### src/rtl/bsm_pkg.sv
package bsm_pkg;

  // Element address of a[i][j][k] for a cube of side 2**idx_w.
  function automatic int unsigned elem_addr(input int unsigned i, input int unsigned j,
                                            input int unsigned k, input int unsigned idx_w);
    return (i << (2 * idx_w)) | (j << idx_w) | k;
  endfunction

  // Bank index taken from chosen address bits.
  function automatic int unsigned bank_of(input int unsigned addr, input int unsigned lsb,
                                          input int unsigned nbits);
    return (addr >> lsb) & ((32'd1 << nbits) - 1);
  endfunction

  // Byte-address position of an element-address bit.
  function automatic int unsigned byte_bit(input int unsigned elem_bit,
                                           input int unsigned elem_bytes);
    return elem_bit + $clog2(elem_bytes);
  endfunction

endpackage

### src/rtl/bsm_addr_decode.sv
module bsm_addr_decode #(
  parameter int IDX_W     = 2,
  parameter int BANK_LSB  = 4,
  parameter int NUM_BANKS = 4
) (
  input  logic                      clk,
  input  logic                      rst_n,
  input  logic                      en,
  input  logic [IDX_W-1:0]          idx,
  output logic [NUM_BANKS-1:0]      bank_en,
  output logic [(1<<IDX_W)-1:0]     row_sel
);
  import bsm_pkg::*;
  localparam int ROWS = 1 << IDX_W;

  // Row select inside every bank is the middle index, one-hot.
  always_comb begin
    row_sel = '0;
    if (en) row_sel[idx] = 1'b1;
  end

  // For each bank, the element a[b][idx][0] is decoded through the
  // bank-select bits; the bank is enabled when the decode names it.
  for (genvar b = 0; b < NUM_BANKS; b++) begin : g_bank
    int unsigned ea;
    always_comb begin
      ea         = elem_addr(b, int'(idx), 0, IDX_W);
      bank_en[b] = en && (bank_of(ea, BANK_LSB, IDX_W) == b);
    end
  end

  // a command selects exactly one row and reaches every bank
  assert_row_onehot_R3: assert property (@(posedge clk) disable iff (!rst_n)
    en |-> ($onehot(row_sel) && (bank_en == {NUM_BANKS{1'b1}})));
  assert_idle_quiet_R4: assert property (@(posedge clk) disable iff (!rst_n)
    !en |-> (row_sel == '0 && bank_en == '0));

endmodule

### src/rtl/bsm_bank.sv
module bsm_bank #(
  parameter int ROWS  = 4,
  parameter int ROW_W = 128
) (
  input  logic                    clk,
  input  logic                    rst_n,
  input  logic                    we,
  input  logic [$clog2(ROWS)-1:0] wrow,
  input  logic [ROW_W-1:0]        wword,
  input  logic                    re,
  input  logic [$clog2(ROWS)-1:0] rrow,
  output logic [ROW_W-1:0]        rword
);
  logic [ROW_W-1:0] mem [ROWS];

  // Write port
  always_ff @(posedge clk or negedge rst_n) begin
    if (!rst_n) begin
      for (int r = 0; r < ROWS; r++) mem[r] <= '0;
    end else if (we) begin
      mem[wrow] <= wword;
    end
  end

  // Independent read port, registered; samples the array before the
  // same-edge write lands (read-before-write).
  always_ff @(posedge clk or negedge rst_n) begin
    if (!rst_n)  rword <= '0;
    else if (re) rword <= mem[rrow];
  end

  assert_write_lands_R3: assert property (@(posedge clk) disable iff (!rst_n)
    we |=> (mem[$past(wrow)] == $past(wword)));
  assert_read_old_R6: assert property (@(posedge clk) disable iff (!rst_n)
    (re && we && rrow == wrow) |=> (rword == $past(mem[rrow])));
  assert_read_hold_R8: assert property (@(posedge clk) disable iff (!rst_n)
    !re |=> $stable(rword));

endmodule

### src/rtl/bsm_reduce.sv
module bsm_reduce #(
  parameter int LANES  = 16,
  parameter int DATA_W = 32
) (
  input  logic [LANES*DATA_W-1:0] lanes,
  output logic [DATA_W-1:0]       total
);
  // Wrapping sum of all lanes; width truncation gives modulo 2**DATA_W.
  function automatic logic [DATA_W-1:0] add_lanes(input logic [LANES*DATA_W-1:0] v);
    logic [DATA_W-1:0] acc;
    acc = '0;
    for (int n = 0; n < LANES; n++) acc = acc + v[n*DATA_W +: DATA_W];
    return acc;
  endfunction

  assign total = add_lanes(lanes);

endmodule

### src/rtl/bsm_banked_mem.sv
module bsm_banked_mem #(
  parameter int DATA_W     = 32,
  parameter int DIM        = 4,
  parameter int ELEM_BYTES = 4
) (
  input  logic                    clk,
  input  logic                    rst_n,
  input  logic                    wr_en,
  input  logic [$clog2(DIM)-1:0]  waddr,
  input  logic [DATA_W-1:0]       wdata,
  input  logic                    rd_en,
  input  logic [$clog2(DIM)-1:0]  raddr,
  output logic                    rd_valid,
  output logic [DATA_W-1:0]       rdata,
  output logic [7:0]              byte_bank_lsb
);
  import bsm_pkg::*;

  localparam int IDX_W     = $clog2(DIM);
  localparam int BANK_LSB  = 2 * IDX_W;          // element bits of outer index
  localparam int NUM_BANKS = 1 << IDX_W;         // 2 ** bank-select bits
  localparam int ROW_W     = DIM * DATA_W;       // one (i, j) row per word
  localparam int LANES     = NUM_BANKS * DIM;
  localparam int BYTE_LSB  = byte_bit(BANK_LSB, ELEM_BYTES);

  logic [NUM_BANKS-1:0]    wbank_en, rbank_en;
  logic [DIM-1:0]          wrow_sel, rrow_sel;
  logic [ROW_W-1:0]        fill_word;
  logic [LANES*DATA_W-1:0] read_lanes;
  logic [DATA_W-1:0]       slice_sum;

  assign fill_word     = {DIM{wdata}};
  assign byte_bank_lsb = 8'(BYTE_LSB);

  bsm_addr_decode #(.IDX_W(IDX_W), .BANK_LSB(BANK_LSB), .NUM_BANKS(NUM_BANKS)) u_wdec (
    .clk(clk), .rst_n(rst_n), .en(wr_en), .idx(waddr),
    .bank_en(wbank_en), .row_sel(wrow_sel));

  bsm_addr_decode #(.IDX_W(IDX_W), .BANK_LSB(BANK_LSB), .NUM_BANKS(NUM_BANKS)) u_rdec (
    .clk(clk), .rst_n(rst_n), .en(rd_en), .idx(raddr),
    .bank_en(rbank_en), .row_sel(rrow_sel));

  for (genvar b = 0; b < NUM_BANKS; b++) begin : g_bank
    bsm_bank #(.ROWS(DIM), .ROW_W(ROW_W)) u_bank (
      .clk(clk), .rst_n(rst_n),
      .we(wbank_en[b]), .wrow(waddr), .wword(fill_word),
      .re(rbank_en[b]), .rrow(raddr),
      .rword(read_lanes[b*ROW_W +: ROW_W]));
  end

  bsm_reduce #(.LANES(LANES), .DATA_W(DATA_W)) u_sum (
    .lanes(read_lanes), .total(slice_sum));

  always_ff @(posedge clk or negedge rst_n) begin
    if (!rst_n) rd_valid <= 1'b0;
    else        rd_valid <= rd_en;
  end

  assign rdata = slice_sum;

  // valid strobe timing
  assert_valid_after_read_R2: assert property (@(posedge clk) disable iff (!rst_n)
    rd_en |=> rd_valid);
  assert_no_valid_idle_R2: assert property (@(posedge clk) disable iff (!rst_n)
    !rd_en |=> !rd_valid);
  // result holds while no read is issued
  assert_rdata_hold_R8: assert property (@(posedge clk) disable iff (!rst_n)
    !rd_en |=> $stable(rdata));
  // outputs quiet during reset
  always_comb begin
    if (!rst_n) assert_reset_quiet_R1: assert (rd_valid == 1'b0);
  end
  // unused-ports-free bank bit report
  always_comb begin
    assert_byte_lsb_R9: assert (byte_bank_lsb == 8'(BANK_LSB + $clog2(ELEM_BYTES)));
  end

endmodule

### config.mk
export PLATFORM = sky130hd
export DESIGN_NAME = bsm_banked_mem
export DESIGN_NICKNAME = d
export VERILOG_FILES = /design/src/rtl/bsm_pkg.sv /design/src/rtl/bsm_addr_decode.sv /design/src/rtl/bsm_bank.sv /design/src/rtl/bsm_reduce.sv /design/src/rtl/bsm_banked_mem.sv
export SDC_FILE = /design/constraint.sdc
export NUM_CORES = 1
export LEC_CHECK = 0
export BUFFER_PORTS_ARGS = -buffer_cell sky130_fd_sc_hd__buf_4
export CAP_MARGIN = 15
export CORE_MARGIN = 10
export CORE_UTILIZATION = 39
export DETAILED_ROUTE_END_ITERATION = 12
export SKIP_LAST_GASP = 1
export SYNTH_ARGS = -nofsm -noshare
export SYNTH_HDL_FRONTEND = slang
export SYNTH_SLANG_ARGS = --single-unit
### constraint.sdc
create_clock -name clk -period 15.6 [get_ports clk]
set_input_delay 1.56 -clock clk [delete_from_list [all_inputs] [get_ports clk]]
set_output_delay 1.56 -clock clk [all_outputs]
set_load 0.05 [all_outputs]
==> results.json <==
{
  "grt_pass1_wl_um": 43600,
  "async_reset_ff_frac": 1.00,
  "setup_violations": 0,
  "die_h_um": 207,
  "period_share": 0.514,
  "root_buffer": "clkbuf_16",
  "maxCapViolCount": 0,
  "final_cell_mix": "inv_1 (175), dfrtp_1 (156), fa_1 (147)",
  "first_iter_violations": 285,
  "ios": 81,
  "clk_pin_slew_ns": 0.06,
  "clock_latency_ns": 0.42,
  "netlist_instances": 1160,
  "r2r_slack_ns": 14.40,
  "place_area_mm2": 0.0146,
  "vias": 8042,
  "wl_per_cell_um": 15.1,
  "dr.pass1.iters": 4,
  "path_class": "reg -> out",
  "ys_ff_latch": 156,
  "worstHoldPathType": "reg -> reg",
  "crit_slowest_cell": "a211oi_1",
  "design_area_mm2": 0.0152,
  "post_cts.repair.setup_buffers": 0,
  "syn_area_per_cell_um2": 11.7,
  "worstPathArrival_ns": 6.46,
  "start_util": 0.394,
  "cp_max_fo": 11,
  "synthToLayoutAreaGrowth_pct": 11.7,
  "crit_top_cell": "fa_1",
  "track_usage": 0.127,
  "grt_setup_unrepaired": "no",
  "gp_congestion": 0.754,
  "cts.sinks": 156,
  "dieArea_mm2": 0.0427,
  "postCtsHoldBufs": 0,
  "seq_area_frac_synth": 0.288,
  "crit_chain": "inv_1 > ha_1 > or2_2 > fa_1 > fa_1 > inv_1 > fa_1 > inv_1 > fa_1 > ha_1 > a21oi_1 > o21ai_0 > a211oi_1 > o21ai_0 > a21oi_1 > o21bai_1 > xor2_1 > buf_4",
  "first_global_vias": 8578,
  "fin_worst_skew_ns": 0.00669,
  "maxSlewViolCount": 0,
  "hold_viol": 0,
  "drive_gt1_frac": 0.235,
  "grt_max_degree": 103,
  "die_w_um": 207,
  "status": "complete, no violations",
  "synth_area_mm2": 0.0136,
  "final_nets": 1528,
  "numPortBuffers": 70,
  "cts_tree": "built",
  "wl_um": 25700,
  "ctsResizeCount": 0,
  "synth_edf_count": 0,
  "viasPerCell": 4.74,
  "rows": 68,
  "end_kind": "output port",
  "min_period_ns": 8.02,
  "drcViolationCount": 0,
  "synth.distinct_cells": 53,
  "gr-total-overflow": 0,
  "max_stage_delay_ns": 0.68,
  "worstPathRequired_ns": 14.04,
  "fillers": 3235,
  "fmaxAchievable_mhz": 125,
  "ys_warn_count": 0,
  "synth_ff_type": "dfrtp_1",
  "postRouteAntennaNets": 0,
  "place_hpwl_um": 19200,
  "clockBufferDepth": 2,
  "antenna_found_initial": 2,
  "htree_levels": 4,
  "layout_commonest_cell": "inv_1",
  "start_kind": "register",
  "slew_headroom": 0.366,
  "tns_ns": 0,
  "max_slew.worst_pin.slew_ns": 0.950,
  "numCtsBuffers": 17,
  "core_mm2": 0.0345
}
## synth_stat cells, drive strengths merged (22+ instances only)
cell	count	area [um^2]
nand2	46	173
dfrtp	156	3900
or2	24	150
xor2	33	289
ha	116	1450
xnor2	77	674
a21oi	22	110
fa	147	2940
mux2	124	1400
mux4	31	698
o21ai	53	269
inv	175	657
nor2	53	199
## registers in the layout, summed over array words and instances, names as in the netlist
| name | flops |
|---|---|
| rd_valid | 1 |
| g_bank.u_bank.mem | 124 |
| g_bank.u_bank.rword | 31 |
## stage by stage
stage           util  cells  setup WS, ns  hold WS (ns)
2_1_floorplan      -   1167          8.04         0.474
3_3_place_gp   0.423   1661          7.98         0.482
3_5_place_dp   0.423   1661          7.97         0.487
4_1_cts        0.440   1693          7.49         0.501
5_1_grt        0.440   1694          7.20         0.505
6_report       0.440   1695          7.58         0.499
## cells by family after synthesis
| kind of cell | synth area share |
|---|---|
| and+or+nand+nor | 0.0526 |
| AOI/OAI and AO/OA | 0.0494 |
| other | 0.000553 |
| muxes | 0.154 |
| buffers and inverters | 0.0611 |
| xor gates and xnor gates | 0.0710 |
| adders and majority gates | 0.324 |
| DFF | 0.288 |
## per-layer routing
layer,global-route usage,up-vias,routed length [um]
met2,0.205,81,12100
met1,0.172,4059,12400
met4,0.0362,0,380
met3,0.0234,22,747
li1,-,3880,-
met5,0,-,0
## final timing paths
path | start | end | cells past startpoint
max in group asynchronous | rst_n | g_bank[0].u_bank.mem[486] | 2
setup reg to reg | g_bank[0].u_bank.mem[106] | g_bank[0].u_bank.rword[106] | 3
hold / removal | g_bank[3].u_bank.mem[229] | g_bank[3].u_bank.mem[229] | 1
setup / recovery | g_bank[0].u_bank.rword[105] | rdata[25] | 18
min in group asynchronous | rst_n | g_bank[0].u_bank.rword[125] | 1
hold reg to reg | g_bank[3].u_bank.mem[229] | g_bank[3].u_bank.mem[229] | 1
## layout make-up
cell class,count,area [um^2],share of cell area
multi-input combinational,800,8880,0.585
sequential,156,3900,0.257
inverter,175,657,0.0433
tap,455,569,0.0375
timing repair buffer,75,567,0.0374
clock buffer,21,450,0.0297
clock inverter,11,144,0.00948
antenna,2,5.00,0.000330
## worst max-delay path, delay by kind of cell, from the launching register on
| family | cells | cell delay [ns] |
|---|---|---|
| and+or+nand+nor | 1 | 0.31 |
| AOI/OAI and AO/OA | 6 | 2.03 |
| xor gates and xnor gates | 1 | 0.14 |
| DFF | 1 | 0.67 |
| buffers and inverters | 4 | 0.48 |
| adders and majority gates | 6 | 2.41 |
Power is left out: the tool's default activity adds up to more than one toggle a clock period on the data nets, which glitch-free logic cannot reach.
